<file path="src/rtl/vsg_pkg.sv">
package vsg_pkg;

  // Register indices of the write port
  typedef enum logic [3:0] {
    REG_HTIME  = 4'd0,  // [HW-1:0] line period, [16+HW-1:16] hsync width
    REG_FTOTAL = 4'd1,  // frame period in pixel clocks
    REG_VSLEN  = 4'd2,  // vsync length in pixel clocks
    REG_HWIN   = 4'd3,  // [HW-1:0] first active pixel, [16+HW-1:16] last
    REG_VFIRST = 4'd4,  // first active frame count (before skew)
    REG_VLAST  = 4'd5,  // last active frame count (before skew)
    REG_SKEW   = 4'd6,  // added to both vertical bounds
    REG_POL    = 4'd7,  // bit0 hsync low, bit1 vsync low
    REG_FILL   = 4'd8,  // [CW-1:0] colour, bit31 recovery enable
    REG_RUN    = 4'd9   // bit0 enable
  } vsg_reg_e;

  localparam int unsigned HI_LSB = 16;

endpackage

</file>
<file path="src/rtl/vsg_regs.sv">
module vsg_regs
  import vsg_pkg::*;
#(
  parameter int unsigned HW = 12,
  parameter int unsigned FW = 24,
  parameter int unsigned CW = 24,
  parameter int unsigned AW = 4,
  parameter int unsigned DW = 32
) (
  input  logic          clk,
  input  logic          rst_n,
  input  logic          wr_en,
  input  logic [AW-1:0] wr_addr,
  input  logic [DW-1:0] wr_data,
  output logic [HW-1:0] s_hper,
  output logic [HW-1:0] s_hpw,
  output logic [FW-1:0] s_fper,
  output logic [FW-1:0] s_vlen,
  output logic [HW-1:0] s_hfirst,
  output logic [HW-1:0] s_hlast,
  output logic [FW-1:0] s_vfirst,
  output logic [FW-1:0] s_vlast,
  output logic [FW-1:0] s_skew,
  output logic          s_polh,
  output logic          s_polv,
  output logic          s_rec,
  output logic [CW-1:0] s_col,
  output logic          s_en
);

  localparam int unsigned HHI = HI_LSB + HW - 1;

  logic [HW-1:0] hper_d, hpw_d, hfirst_d, hlast_d;
  logic [FW-1:0] fper_d, vlen_d, vfirst_d, vlast_d, skew_d;
  logic          polh_d, polv_d, rec_d, en_d;
  logic [CW-1:0] col_d;
  logic          unused_wr_bits;

  function automatic logic hit(input logic [AW-1:0] a, input vsg_reg_e r);
    return a == AW'(r);
  endfunction

  assign unused_wr_bits = ^wr_data;

  always_comb begin
    hper_d   = s_hper;   hpw_d   = s_hpw;
    fper_d   = s_fper;   vlen_d  = s_vlen;
    hfirst_d = s_hfirst; hlast_d = s_hlast;
    vfirst_d = s_vfirst; vlast_d = s_vlast;
    skew_d   = s_skew;
    polh_d   = s_polh;   polv_d  = s_polv;
    rec_d    = s_rec;    col_d   = s_col;
    en_d     = s_en;
    if (wr_en) begin
      if (hit(wr_addr, REG_HTIME)) begin
        hper_d = wr_data[HW-1:0];
        hpw_d  = wr_data[HHI:HI_LSB];
      end
      if (hit(wr_addr, REG_FTOTAL)) fper_d = wr_data[FW-1:0];
      if (hit(wr_addr, REG_VSLEN))  vlen_d = wr_data[FW-1:0];
      if (hit(wr_addr, REG_HWIN)) begin
        hfirst_d = wr_data[HW-1:0];
        hlast_d  = wr_data[HHI:HI_LSB];
      end
      if (hit(wr_addr, REG_VFIRST)) vfirst_d = wr_data[FW-1:0];
      if (hit(wr_addr, REG_VLAST))  vlast_d  = wr_data[FW-1:0];
      if (hit(wr_addr, REG_SKEW))   skew_d   = wr_data[FW-1:0];
      if (hit(wr_addr, REG_POL)) begin
        polh_d = wr_data[0];
        polv_d = wr_data[1];
      end
      if (hit(wr_addr, REG_FILL)) begin
        col_d = wr_data[CW-1:0];
        rec_d = wr_data[DW-1];
      end
      if (hit(wr_addr, REG_RUN)) en_d = wr_data[0];
    end
  end

  always_ff @(posedge clk or negedge rst_n) begin
    if (!rst_n) begin
      s_hper   <= '0; s_hpw   <= '0;
      s_fper   <= '0; s_vlen  <= '0;
      s_hfirst <= '0; s_hlast <= '0;
      s_vfirst <= '0; s_vlast <= '0;
      s_skew   <= '0;
      s_polh   <= 1'b0; s_polv <= 1'b0;
      s_rec    <= 1'b0; s_col  <= '0;
      s_en     <= 1'b0;
    end else if (wr_en) begin
      s_hper   <= hper_d;   s_hpw   <= hpw_d;
      s_fper   <= fper_d;   s_vlen  <= vlen_d;
      s_hfirst <= hfirst_d; s_hlast <= hlast_d;
      s_vfirst <= vfirst_d; s_vlast <= vlast_d;
      s_skew   <= skew_d;
      s_polh   <= polh_d;   s_polv  <= polv_d;
      s_rec    <= rec_d;    s_col   <= col_d;
      s_en     <= en_d;
    end
  end

endmodule

</file>
<file path="src/rtl/vsg_core.sv">
module vsg_core #(
  parameter int unsigned HW = 12,
  parameter int unsigned FW = 24,
  parameter int unsigned CW = 24
) (
  input  logic          clk,
  input  logic          rst_n,
  input  logic [HW-1:0] s_hper,
  input  logic [HW-1:0] s_hpw,
  input  logic [FW-1:0] s_fper,
  input  logic [FW-1:0] s_vlen,
  input  logic [HW-1:0] s_hfirst,
  input  logic [HW-1:0] s_hlast,
  input  logic [FW-1:0] s_vfirst,
  input  logic [FW-1:0] s_vlast,
  input  logic [FW-1:0] s_skew,
  input  logic          s_polh,
  input  logic          s_polv,
  input  logic          s_rec,
  input  logic [CW-1:0] s_col,
  input  logic          s_en,
  output logic          run,
  output logic [HW-1:0] hcnt,
  output logic [FW-1:0] fcnt,
  output logic [HW-1:0] w_hper,
  output logic [HW-1:0] w_hpw,
  output logic [FW-1:0] w_fper,
  output logic [FW-1:0] w_vlen,
  output logic [HW-1:0] w_hfirst,
  output logic [HW-1:0] w_hlast,
  output logic [FW-1:0] w_vfirst,
  output logic [FW-1:0] w_vlast,
  output logic [FW-1:0] w_skew,
  output logic          w_polh,
  output logic          w_polv,
  output logic          w_rec,
  output logic [CW-1:0] w_col
);

  logic          frame_end, cfg_ld, run_d;
  logic [HW-1:0] hcnt_d;
  logic [FW-1:0] fcnt_d;

  // The working set and the run state change only at a frame boundary;
  // while idle every cycle counts as one.
  assign frame_end = run && (fcnt == w_fper - 1'b1);
  assign cfg_ld    = !run || frame_end;

  always_comb begin
    run_d  = run;
    hcnt_d = hcnt;
    fcnt_d = fcnt;
    if (cfg_ld) begin
      run_d  = s_en;
      hcnt_d = '0;
      fcnt_d = '0;
    end else begin
      fcnt_d = fcnt + 1'b1;
      hcnt_d = (hcnt == w_hper - 1'b1) ? '0 : hcnt + 1'b1;
    end
  end

  always_ff @(posedge clk or negedge rst_n) begin
    if (!rst_n) begin
      run  <= 1'b0;
      hcnt <= '0;
      fcnt <= '0;
    end else begin
      run  <= run_d;
      hcnt <= hcnt_d;
      fcnt <= fcnt_d;
    end
  end

  always_ff @(posedge clk or negedge rst_n) begin
    if (!rst_n) begin
      w_hper   <= '0; w_hpw   <= '0;
      w_fper   <= '0; w_vlen  <= '0;
      w_hfirst <= '0; w_hlast <= '0;
      w_vfirst <= '0; w_vlast <= '0;
      w_skew   <= '0;
      w_polh   <= 1'b0; w_polv <= 1'b0;
      w_rec    <= 1'b0; w_col  <= '0;
    end else if (cfg_ld) begin
      w_hper   <= s_hper;   w_hpw   <= s_hpw;
      w_fper   <= s_fper;   w_vlen  <= s_vlen;
      w_hfirst <= s_hfirst; w_hlast <= s_hlast;
      w_vfirst <= s_vfirst; w_vlast <= s_vlast;
      w_skew   <= s_skew;
      w_polh   <= s_polh;   w_polv  <= s_polv;
      w_rec    <= s_rec;    w_col   <= s_col;
    end
  end

endmodule

</file>
<file path="src/rtl/vsg_window.sv">
module vsg_window #(
  parameter int unsigned HW = 12,
  parameter int unsigned FW = 24,
  parameter int unsigned CW = 24
) (
  input  logic          run,
  input  logic [HW-1:0] hcnt,
  input  logic [FW-1:0] fcnt,
  input  logic [HW-1:0] w_hpw,
  input  logic [FW-1:0] w_vlen,
  input  logic [HW-1:0] w_hfirst,
  input  logic [HW-1:0] w_hlast,
  input  logic [FW-1:0] w_vfirst,
  input  logic [FW-1:0] w_vlast,
  input  logic [FW-1:0] w_skew,
  input  logic          w_polh,
  input  logic          w_polv,
  input  logic          w_rec,
  input  logic [CW-1:0] w_col,
  input  logic          pix_valid,
  input  logic [CW-1:0] pix_data,
  output logic          hsync,
  output logic          vsync,
  output logic          de,
  output logic          pix_req,
  output logic [CW-1:0] pix_out,
  output logic          underflow,
  output logic          frame_pulse
);

  logic [FW-1:0] v_lo, v_hi;
  logic          h_act, v_act, h_in, v_in;

  assign v_lo  = w_vfirst + w_skew;
  assign v_hi  = w_vlast + w_skew;

  assign h_act = run && (hcnt < w_hpw);
  assign v_act = run && (fcnt < w_vlen);
  assign h_in  = (hcnt >= w_hfirst) && (hcnt <= w_hlast);
  assign v_in  = (fcnt >= v_lo) && (fcnt <= v_hi);

  assign hsync       = h_act ^ w_polh;
  assign vsync       = v_act ^ w_polv;
  assign de          = run && h_in && v_in;
  assign pix_req     = de;
  assign underflow   = de && !pix_valid;
  assign frame_pulse = run && (fcnt == '0);

  always_comb begin
    pix_out = '0;
    if (de) begin
      if (pix_valid)  pix_out = pix_data;
      else if (w_rec) pix_out = w_col;
    end
  end

endmodule

</file>
<file path="src/rtl/vid_sync_gen.sv">
module vid_sync_gen #(
  parameter int unsigned HW = 12,
  parameter int unsigned FW = 24,
  parameter int unsigned CW = 24,
  parameter int unsigned AW = 4,
  parameter int unsigned DW = 32
) (
  input  logic          clk,
  input  logic          rst_n,
  input  logic          wr_en,
  input  logic [AW-1:0] wr_addr,
  input  logic [DW-1:0] wr_data,
  input  logic          pix_valid,
  input  logic [CW-1:0] pix_data,
  output logic          pix_req,
  output logic          hsync,
  output logic          vsync,
  output logic          de,
  output logic [CW-1:0] pix_out,
  output logic          underflow,
  output logic          frame_pulse
);

  logic [HW-1:0] s_hper, s_hpw, s_hfirst, s_hlast;
  logic [FW-1:0] s_fper, s_vlen, s_vfirst, s_vlast, s_skew;
  logic          s_polh, s_polv, s_rec, s_en;
  logic [CW-1:0] s_col;

  logic          run;
  logic [HW-1:0] hcnt, w_hper, w_hpw, w_hfirst, w_hlast;
  logic [FW-1:0] fcnt, w_fper, w_vlen, w_vfirst, w_vlast, w_skew;
  logic          w_polh, w_polv, w_rec;
  logic [CW-1:0] w_col;

  vsg_regs #(.HW(HW), .FW(FW), .CW(CW), .AW(AW), .DW(DW)) u_regs (
    .clk(clk), .rst_n(rst_n),
    .wr_en(wr_en), .wr_addr(wr_addr), .wr_data(wr_data),
    .s_hper(s_hper), .s_hpw(s_hpw), .s_fper(s_fper), .s_vlen(s_vlen),
    .s_hfirst(s_hfirst), .s_hlast(s_hlast),
    .s_vfirst(s_vfirst), .s_vlast(s_vlast), .s_skew(s_skew),
    .s_polh(s_polh), .s_polv(s_polv), .s_rec(s_rec), .s_col(s_col),
    .s_en(s_en)
  );

  vsg_core #(.HW(HW), .FW(FW), .CW(CW)) u_core (
    .clk(clk), .rst_n(rst_n),
    .s_hper(s_hper), .s_hpw(s_hpw), .s_fper(s_fper), .s_vlen(s_vlen),
    .s_hfirst(s_hfirst), .s_hlast(s_hlast),
    .s_vfirst(s_vfirst), .s_vlast(s_vlast), .s_skew(s_skew),
    .s_polh(s_polh), .s_polv(s_polv), .s_rec(s_rec), .s_col(s_col),
    .s_en(s_en),
    .run(run), .hcnt(hcnt), .fcnt(fcnt),
    .w_hper(w_hper), .w_hpw(w_hpw), .w_fper(w_fper), .w_vlen(w_vlen),
    .w_hfirst(w_hfirst), .w_hlast(w_hlast),
    .w_vfirst(w_vfirst), .w_vlast(w_vlast), .w_skew(w_skew),
    .w_polh(w_polh), .w_polv(w_polv), .w_rec(w_rec), .w_col(w_col)
  );

  vsg_window #(.HW(HW), .FW(FW), .CW(CW)) u_win (
    .run(run), .hcnt(hcnt), .fcnt(fcnt),
    .w_hpw(w_hpw), .w_vlen(w_vlen),
    .w_hfirst(w_hfirst), .w_hlast(w_hlast),
    .w_vfirst(w_vfirst), .w_vlast(w_vlast), .w_skew(w_skew),
    .w_polh(w_polh), .w_polv(w_polv), .w_rec(w_rec), .w_col(w_col),
    .pix_valid(pix_valid), .pix_data(pix_data),
    .hsync(hsync), .vsync(vsync), .de(de), .pix_req(pix_req),
    .pix_out(pix_out), .underflow(underflow), .frame_pulse(frame_pulse)
  );

endmodule

</file>
<file path="config.mk">
export PLATFORM = sky130hd
export DESIGN_NAME = vid_sync_gen
export DESIGN_NICKNAME = d
export VERILOG_FILES = /design/src/rtl/vsg_pkg.sv /design/src/rtl/vsg_regs.sv /design/src/rtl/vsg_core.sv /design/src/rtl/vsg_window.sv /design/src/rtl/vid_sync_gen.sv
export SDC_FILE = /design/constraint.sdc
export NUM_CORES = 1
export LEC_CHECK = 0
export ABC_AREA = 0
export BUFFER_PORTS_ARGS = -buffer_cell sky130_fd_sc_hd__buf_2
export CAP_MARGIN = 20
export CORE_ASPECT_RATIO = 2
export CORE_MARGIN = 3
export CORE_UTILIZATION = 63
export CTS_CLUSTER_SIZE = 14
export DETAILED_ROUTE_END_ITERATION = 8
export GPL_ROUTABILITY_DRIVEN = 0
export PLACE_DENSITY = 0.81
export SLEW_MARGIN = 5
export SYNTH_ARGS = -nofsm -noshare
export SYNTH_HDL_FRONTEND = slang
export SYNTH_HIERARCHICAL = 1
export SYNTH_SLANG_ARGS = --single-unit
</file>
<file path="constraint.sdc">
create_clock -name clk -period 5.3 [get_ports clk]
set_input_delay 0 -clock clk [delete_from_list [all_inputs] [get_ports clk]]
set_output_delay 0 -clock clk [all_outputs]
set_load 0.05 [all_outputs]
</file>
=== Word level (Yosys, flattened, before mapping) ===
Index checks and enable logic that the tools add are counted.

* Flip-flop bits (word level): 428
* Output and inout bits: 30
* Word-level logic and storage cells: 85

* $lt $le $gt $ge: 6
* Eq/ne operators: 11
* Bitwise gates (word level): 2
* Add/subtract/negate cells: 6
* Multiplexer cells: 6
* Reduce and logical (&&, ||, !) cells: 24

{| class="wikitable"
|+ Operator list
! cell !! number
|-
| 24-bit two-way mux || 4
|-
| 24-bit adder || 2
|-
| 24-bit by 1-bit adder with 24-bit output (second input constant) || 1
|-
| 24-bit == test || 1
|-
| 24-bit >= comparator || 1
|-
| 24-bit <= comparator || 1
|-
| 24-bit zero test || 1
|-
| 24-bit < comparator || 1
|-
| 12-bit two-way mux || 2
|-
| 24-bit by 1-bit subtractor with 24-bit output (second input constant) || 1
|-
| 2-bit AND reduction || 10
|-
| 4-bit by 3-bit == test with 1-bit output (second input constant) || 4
|-
| 12-bit by 1-bit adder with 12-bit output (second input constant) || 1
|-
| 12-bit == test || 1
|-
| 12-bit >= comparator || 1
|-
| 12-bit <= comparator || 1
|-
| 12-bit < comparator || 1
|-
| 12-bit by 1-bit subtractor with 12-bit output (second input constant) || 1
|-
| 1-bit logical AND || 9
|-
| 4-bit by 2-bit == test with 1-bit output (second input constant) || 2
|-
| 4-bit == test (second input constant) || 2
|-
| 4-bit by 1-bit == test with 1-bit output (second input constant) || 1
|-
| 4-bit zero test || 1
|-
| 1-bit zero test || 2
|-
| 2 further kinds || 3
|}

=== Longest topological paths before layout ===
Gate-level depths: netlist of the first run.

* Depth in word-level cells: 5
* Mapped depth: 20
* Gate-level depth less buffers: 18

=== Hierarchy ===
The synthesis of the first run kept the hierarchy.

{| class="wikitable"
|+ Modules (own cells, without submodules)
! module !! area an instance (µm²) !! cells an instance !! instances !! sequential area each (µm²)
|-
| vsg_core || 10,304.9 || 754 || 1 || 5,805.6
|-
| vsg_regs || 7,337.0 || 427 || 1 || 4,904.7
|-
| vsg_window || 5,228.8 || 723 || 1 || 0.0
|}

=== Worst setup path after synthesis of the first run ===
OpenSTA, ideal clock, no wires.

* Path kind: reg2out
* Start: reg u_core.w_skew[0]
* End: out pix_out[10]
* Stages on the path, launching flop included: 19
* Data arrival time: 4,364 ps
* Setup slack: 936 ps
* Data required time: 5,300 ps
* Cell sequence: dfrtp_1 -> ha_1 -> inv_1 -> fa_1 -> nor2b_1 -> o31a_1 -> o211ai_2 -> a31oi_1 -> a311o_1 -> o31ai_1 -> xor2_1 -> ha_1 -> nand4_1 -> or3_1 -> o32ai_1 -> a211o_1 -> nand4_1 -> clkbuf_1 -> nor2_1

* Word-level cells in the longest chain between the ends: 5

{| class="wikitable"
|+ RTL lines
! what !! line !! RTL
|-
| from (decl) || vsg_core.sv:33 || <nowiki>output logic [FW-1:0] w_skew,</nowiki>
|-
| from (signal assigned) || vsg_core.sv:89 || <nowiki>w_skew <= s_skew;</nowiki>
|-
| 24-bit adder (on tied branches) || vsg_window.sv:34, vsg_window.sv:35 ||
|-
| 24-bit >= comparator / 24-bit <= comparator (equally long branches) || vsg_window.sv:40 || <nowiki>assign v_in = (fcnt >= v_lo) && (fcnt <= v_hi);</nowiki>
|-
| 1-bit logical AND (*) || vsg_window.sv:40 ||
|-
| 1-bit logical AND (*) || vsg_window.sv:44 || <nowiki>assign de = run && h_in && v_in;</nowiki>
|-
| 24-bit two-way mux (*) || vsg_window.sv:51 || <nowiki>if (de) begin</nowiki>
|-
| to (decl) || vid_sync_gen.sv:19 || <nowiki>output logic [CW-1:0] pix_out,</nowiki>
|}

Every way passes the cells marked *; elsewhere a longest branch is shown, timed or not.

=== Final worst setup path of the first run ===
* Start: reg u_core.w_skew[3]
* End: out pix_out[12]

The elaborated chain is that of the path after synthesis.

==> flow_summary.ini, run 1 <==
[grt]
overflow = 0
grt_usage_pct = 28.6
grt_pass1_wl_um = 87400
grt_pass1_vias = 17000
grt_antenna_before_repair = 0
grt_max_degree = 169

[pwr]
ir_drop_mv = 0.386
power.density_mw_per_mm2 = 404
p_leak_nw = 12.4
p_total_mw = 10.2

[cts]
numCtsBuffers = 38
clock_sinks = 428
ctsLongestPathBuffers = 3
cts_tree = done
root_buffer = clkbuf_16
htreeDepth = 2
path_clk_slew_ns = 0.07
clk-insertion-delay-late_ns = 0.54

[sta]
drv_slew = 0
worst_pin_slew_ns = 0.978
skew_ns = 0.00980
period_needed_ns = 5.13
min_period_over_period_pct = 96.9
hold_viol_final = 0
fin_ws_ns = 0.166
relSlewSlack_pct = 34.2
setup_viol = 0
hold_ws_ns = 0.0445
rsz0062_at_grt = true
fmax_mhz = 195

[setup_path]
cpLargestDelayFamily = compound AO/OA/AOI/OAI gates
r2r_start = u_core/w_fper[8]$_DFFE_PN0P_
critPathMaxFanout = 26
crit_buf_inv = 2
crit_start = u_core/w_skew[3]$_DFFE_PN0P_
slowest_stage = o21ai_0
worst_setup_path_end_kind = output pin
critical_path_class = reg2out
path_cells = ha_1 -> a21o_1 -> a21oi_1 -> a21bo_2 -> o21ai_0 -> nand4_1 -> a311oi_1 -> xnor2_1 -> ha_1 -> and3_1 -> nand3_1 -> nor3_2 -> o31a_1 -> o31ai_2 -> nand4_1 -> buf_8 -> nor2_1 -> clkbuf_4
cp_slowest_stage_delay_ns = 0.61
required_ns = 5.30
worstPathArrival_ns = 5.13
critPathLaunchType = register

[floorplan]
die_y_um = 275
rows = 98
die_w_um = 141
core_mm2 = 0.0358
dieArea_mm2 = 0.0388
ios = 94
initial_utilization_pct = 63.9

[hold_path]
min-delay-path-class = in2async

[final_layout]
most-common-layout-cells = dfrtp_1, mux2_2, mux2_1
stdcell_area_mm2 = 0.0253
fin_nets = 2242
area_growth_pct = 10.5
drive_gt1_share_pct = 20.2
fin_util_pct = 70.6
mostFrequentLayoutCell = dfrtp_1

[yosys]
syn_avg_cell_area_um2 = 12.0
ys_warn_count = 6
synth_cells = 1904
ys_types = 75
synth_top_area_share_pct = 46.8
synth_ff_type = dfrtp_1
syn_nets = 2126
yosysSeqAreaShare_pct = 46.8
synth_edf_count = 0
async_flop_share_pct = 100
synth.area.top_cells = dfrtp_1, mux2_2, mux2_1
yosysTopAreaCell = dfrtp_1
synth_seq_cells = 428
syn_area_mm2 = 0.0229

[route]
viasPerCell = 6.33
via_count = 15700
wl_per_cell_um = 22.3
detail-route-antenna-nets = 0
drtIter0Drc = 896
drc = 0
routed_wl_um = 55500
first_pass_iters = 8

[flow_run]
max-cap-violations = 0

[place]
io_buffers = 90
dp_hpwl_um = 38400
dp_slack_ns = 0.649
dpl_cell_area_mm2 = 0.0236

[run_status]
run_status = completed
where the power goes:
part           internal (mW)  switching (mW)
Clock                   1.54            1.17
Sequential              3.88           0.548
Combinational           1.43            1.65
sequential cells by signal (all words and copies together) (netlist names), 24 cells and up:
signal           cells
u_regs/s_vfirst     24
u_core/w_fper       24
u_regs/s_vlen       24
u_regs/s_fper       24
u_core/fcnt         24
u_core/w_col        24
u_core/w_vlen       24
u_regs/s_vlast      24
u_regs/s_skew       24
u_core/w_vlast      24
u_regs/s_col        24
u_core/w_vfirst     24
u_core/w_skew       24
worst reg2reg max path: cells and delay by family, from the launching register on:
family                 cells  cell delay [ns]
multiplexers               1             0.43
AND/OR/NAND/NOR            3             1.64
buffers and inverters      1             0.45
AO/OA/AOI/OAI              3             0.96
flip-flops                 1             0.47
Yosys cell counts, drive strengths merged (30+ instances only):
| master | count |
|---|---|
| a21o | 46 |
| a21oi | 67 |
| and3 | 31 |
| buf | 47 |
| dfrtp | 428 |
| ha | 156 |
| inv | 84 |
| mux2 | 393 |
| nand2 | 55 |
| nand3 | 40 |
| nand4 | 31 |
| nor2 | 102 |
| nor3 | 30 |
| o21ai | 33 |
| xnor2 | 69 |
| xor2 | 47 |
cell type report:
cell class | instances | area, µm²
Multi-Input combinational cell | 1322 | 11400
Sequential cell | 428 | 10700
Fill cell | 2475 | 10500
Timing Repair Buffer | 146 | 1110
Clock buffer | 52 | 1090
Tap cell | 450 | 563
Inverter | 84 | 315
Clock inverter | 6 | 103
Antenna cell | 1 | 2.50
cell families after synthesis:
| family | after synthesis | share of synthesized area, % |
|---|---|---|
| simple gates | 395 | 9.10 |
| flops | 428 | 46.8 |
| xor+xnor | 117 | 4.54 |
| compound gates | 256 | 7.66 |
| fa+ha+maj | 158 | 8.71 |
| buf+inv | 154 | 3.67 |
| mux | 396 | 19.5 |
path summary, 6_finish.rpt:
check / endpoint / slack [ns] / depth (start not counted)
max in group asynchronous: u_regs/s_vlast[7]$_DFFE_PN0P_ / 3.95 / 3
worst min register to register: u_core/w_vlast[2]$_DFFE_PN0P_ / 0.48 / 1
worst min-delay path: u_regs/s_rec$_DFFE_PN0P_ / 0.04 / 2
min in group clk: u_regs/s_hpw[8]$_DFFE_PN0P_ / 0.24 / 3
worst max-delay path: pix_out[12] / 0.17 / 18
worst max register to register: u_core/w_vfirst[9]$_DFFE_PN0P_ / 1.23 / 8
layer usage:
| metal | share of wire [%] | global-route usage, % | vias to the layer above |
|---|---|---|---|
| li1 | - | - | 7111 |
| met1 | 36 | 29.7 | 7982 |
| met2 | 55 | 54.7 | 470 |
| met3 | 3.6 | 2.90 | 183 |
| met4 | 6.3 | 16.6 | 0 |
| met5 | 0 | 0 | - |
stage by stage:
| step | std cells | setup TNS (ns) |
|---|---|---|
| 6_report | 2489 | 0 |
| 5_1_grt | 2488 | -0.291 |
| 4_1_cts | 2486 | 0 |
| 3_5_place_dp | 2393 | 0 |
| 3_3_place_gp | 2393 | 0 |
| 2_1_floorplan | 1904 | 0 |
what timing repair did:
item,CTS,global route
endpoints found under the setup margin,0,27
resized for setup,0,50
hold endpoints to repair,275,0
setup buffers,0,1
hold buffers,35,0
No activity file was read; power rests on OpenSTA's default activity.
==> run 2, diff against run 1 <==
- CELL_PAD_IN_SITES_DETAIL_PLACEMENT: unset -> 0
- CELL_PAD_IN_SITES_GLOBAL_PLACEMENT: unset -> 1
- CORE_UTILIZATION: 63 -> 51
- PLACE_DENSITY: 0.81 -> unset
- PLACE_DENSITY_LB_ADDON: unset -> 0.1
- RECOVER_POWER: unset -> 25
- REMOVE_ABC_BUFFERS: unset -> 1
==> flow_summary.ini, run 2 (same netlist as run 1, synthesis figures left out) <==
[pwr]
ir_drop_mv = 0.410
power.density_mw_per_mm2 = 409
p_leak_nw = 12.4

[floorplan]
ios = 94
initial_utilization_pct = 51.6
dieArea_mm2 = 0.0476
die_y_um = 305
rows = 109
core_mm2 = 0.0443
die_w_um = 156

[cts]
htreeDepth = 2
clock_sinks = 428
clk-insertion-delay-late_ns = 0.56
root_buffer = clkbuf_16
numCtsBuffers = 41
path_clk_slew_ns = 0.06
ctsLongestPathBuffers = 3
cts_tree = done

[setup_path]
crit_buf_inv = 3
crit_top_cell = o31ai_1
critical_path_class = reg2out
critPathLaunchType = register
cpLargestDelayFamily = compound AO/OA/AOI/OAI gates
critPathMaxFanout = 26
worstPathArrival_ns = 5.12
path_cells = ha_1 -> inv_1 -> fa_1 -> nor2b_1 -> o31a_1 -> o41a_1 -> a211o_1 -> o31ai_4 -> o31ai_1 -> xnor2_1 -> ha_1 -> a21o_1 -> a21oi_1 -> o31ai_1 -> o31ai_1 -> nand4_1 -> buf_12 -> nor2_1 -> buf_2
slowest_stage = dfrtp_1
required_ns = 5.30
worst_setup_path_end_kind = output pin
cp_slowest_stage_delay_ns = 0.39

[route]
routed_wl_um = 59800
viasPerCell = 5.85
drtIter0Drc = 703
via_count = 15300
first_pass_iters = 4
drc = 0
wl_per_cell_um = 23.0
detail-route-antenna-nets = 0

[sta]
drv_slew = 358
fmax_mhz = 195
worst_pin_slew_ns = 4.06
relSlewSlack_pct = -171
period_needed_ns = 5.12
hold_viol_final = 0
skew_ns = 0.0206
setup_viol = 0
finalSetupTns_ns = 0
min_period_over_period_pct = 96.6

[place]
dp.cells = 2498
dp_hpwl_um = 43500
dpl_cell_area_mm2 = 0.0237
io_buffers = 90

[grt]
grt_antenna_before_repair = 0
grt_max_degree = 167
grt_pass1_wl_um = 91800
grt_pass1_vias = 15900
grt_usage_pct = 25.3
overflow = 0

[final_layout]
area_growth_pct = 11.4
layout.cells.non_filler = 2606
drive_gt1_share_pct = 20.3
stdcell_area_mm2 = 0.0255
most-common-layout-cells = dfrtp_1, mux2_2, mux2_1
mostFrequentLayoutCell = dfrtp_1
fin_nets = 2246
fill_cells = 3785

[flow_run]
max-cap-violations = 3

[hold_path]
min-delay-path-class = in2reg

[run_status]
run_status = finished, violations left
violations = capacitance limit, slew limit
## run 2: cell types whose count changed in the layout (fill, tap and decap cells not counted), sizes merged
cell / change
clkinv: +2
clkbuf: +11
inv: +1
dlygate4sd3: -1
buf: -2
clkinvlp: +1
## run 2: report_power, final
| group | total [mW] | internal [mW] | switching (mW) |
|---|---|---|---|
| combinational | 2.99 | 1.41 | 1.58 |
| clock | 2.96 | 1.71 | 1.25 |
| sequential | 4.46 | 3.89 | 0.579 |
| total | 10.4 | 7.00 | 3.41 |
## run 2: routing by layer
layer	wire length [µm]	global-route usage, %	vias up
li1	-	-	7113
met1	21000	25.9	7737
met2	33500	49.0	280
met3	1350	2.12	126
met4	3980	14.5	0
met5	0	0	-
## run 2: worst reg2reg max path: stages (launching register included)
cell       delay, ns
dfrtp_1         0.47
or4_1           0.70
or3_1           0.39
a2111oi_0       0.51
o32ai_1         0.18
o41ai_1         0.40
and3_4          0.35
buf_12          0.39
mux2_2          0.62
## run 2: final timing paths
check                           cells after the start                             end  slack [ns]                           from
worst max-delay path                               19                     pix_out[22]        0.18  u_core/w_vlast[0]$_DFFE_PN0P_
worst min-delay path                                2     u_regs/s_hpw[2]$_DFFE_PN0P_        0.05                    wr_data[18]
worst max register to register                      8    u_core/w_hpw[11]$_DFFE_PN0P_        1.17   u_core/w_fper[8]$_DFFE_PN0P_
worst min register to register                      1          u_core/run$_DFFE_PN0P_        0.47        u_regs/s_en$_DFFE_PN0P_
max in group asynchronous                           3  u_regs/s_hfirst[8]$_DFFE_PN0P_        1.01                          rst_n
min in group asynchronous                           3   u_regs/s_skew[19]$_DFFE_PN0P_        0.62                          rst_n
## run 2: metrics by stage
| stage | power [mW] | hold slack [ns] | setup slack [ns] | utilization, % |
|---|---|---|---|---|
| 3_3_place_gp | 7.37 | -0.0395 | 0.720 | 53.5 |
| 2_1_floorplan | 6.49 | -0.296 | -2.91 | - |
| 6_report | 10.4 | 0.0510 | 0.181 | 57.5 |
| 3_5_place_dp | 7.48 | -0.0338 | 0.703 | 53.5 |
| 5_1_grt | 11.0 | 0.0385 | -0.0271 | 57.5 |
| 4_1_cts | 10.5 | 0.0130 | 0.0885 | 57.4 |
## run 2: repair_timing
item / in CTS / in global routing
buffers inserted: 0 / 3
endpoints found under the setup margin: 0 / 27
gates resized for setup: 0 / 31
hold buffers: 35 / 0
hold endpoints to repair: 269 / 0
## run 2: final cells by class
cell class | count | area, µm² | share of cell area (%)
multi-input cells | 1322 | 11300 | 44.5
flip-flops and latches | 428 | 10700 | 42.0
clock buffers | 59 | 1220 | 4.81
repair buffers | 147 | 1050 | 4.14
well taps | 555 | 694 | 2.72
inverters | 84 | 315 | 1.24
clock inverters | 10 | 133 | 0.520
diodes | 1 | 2.50 | 0.00982
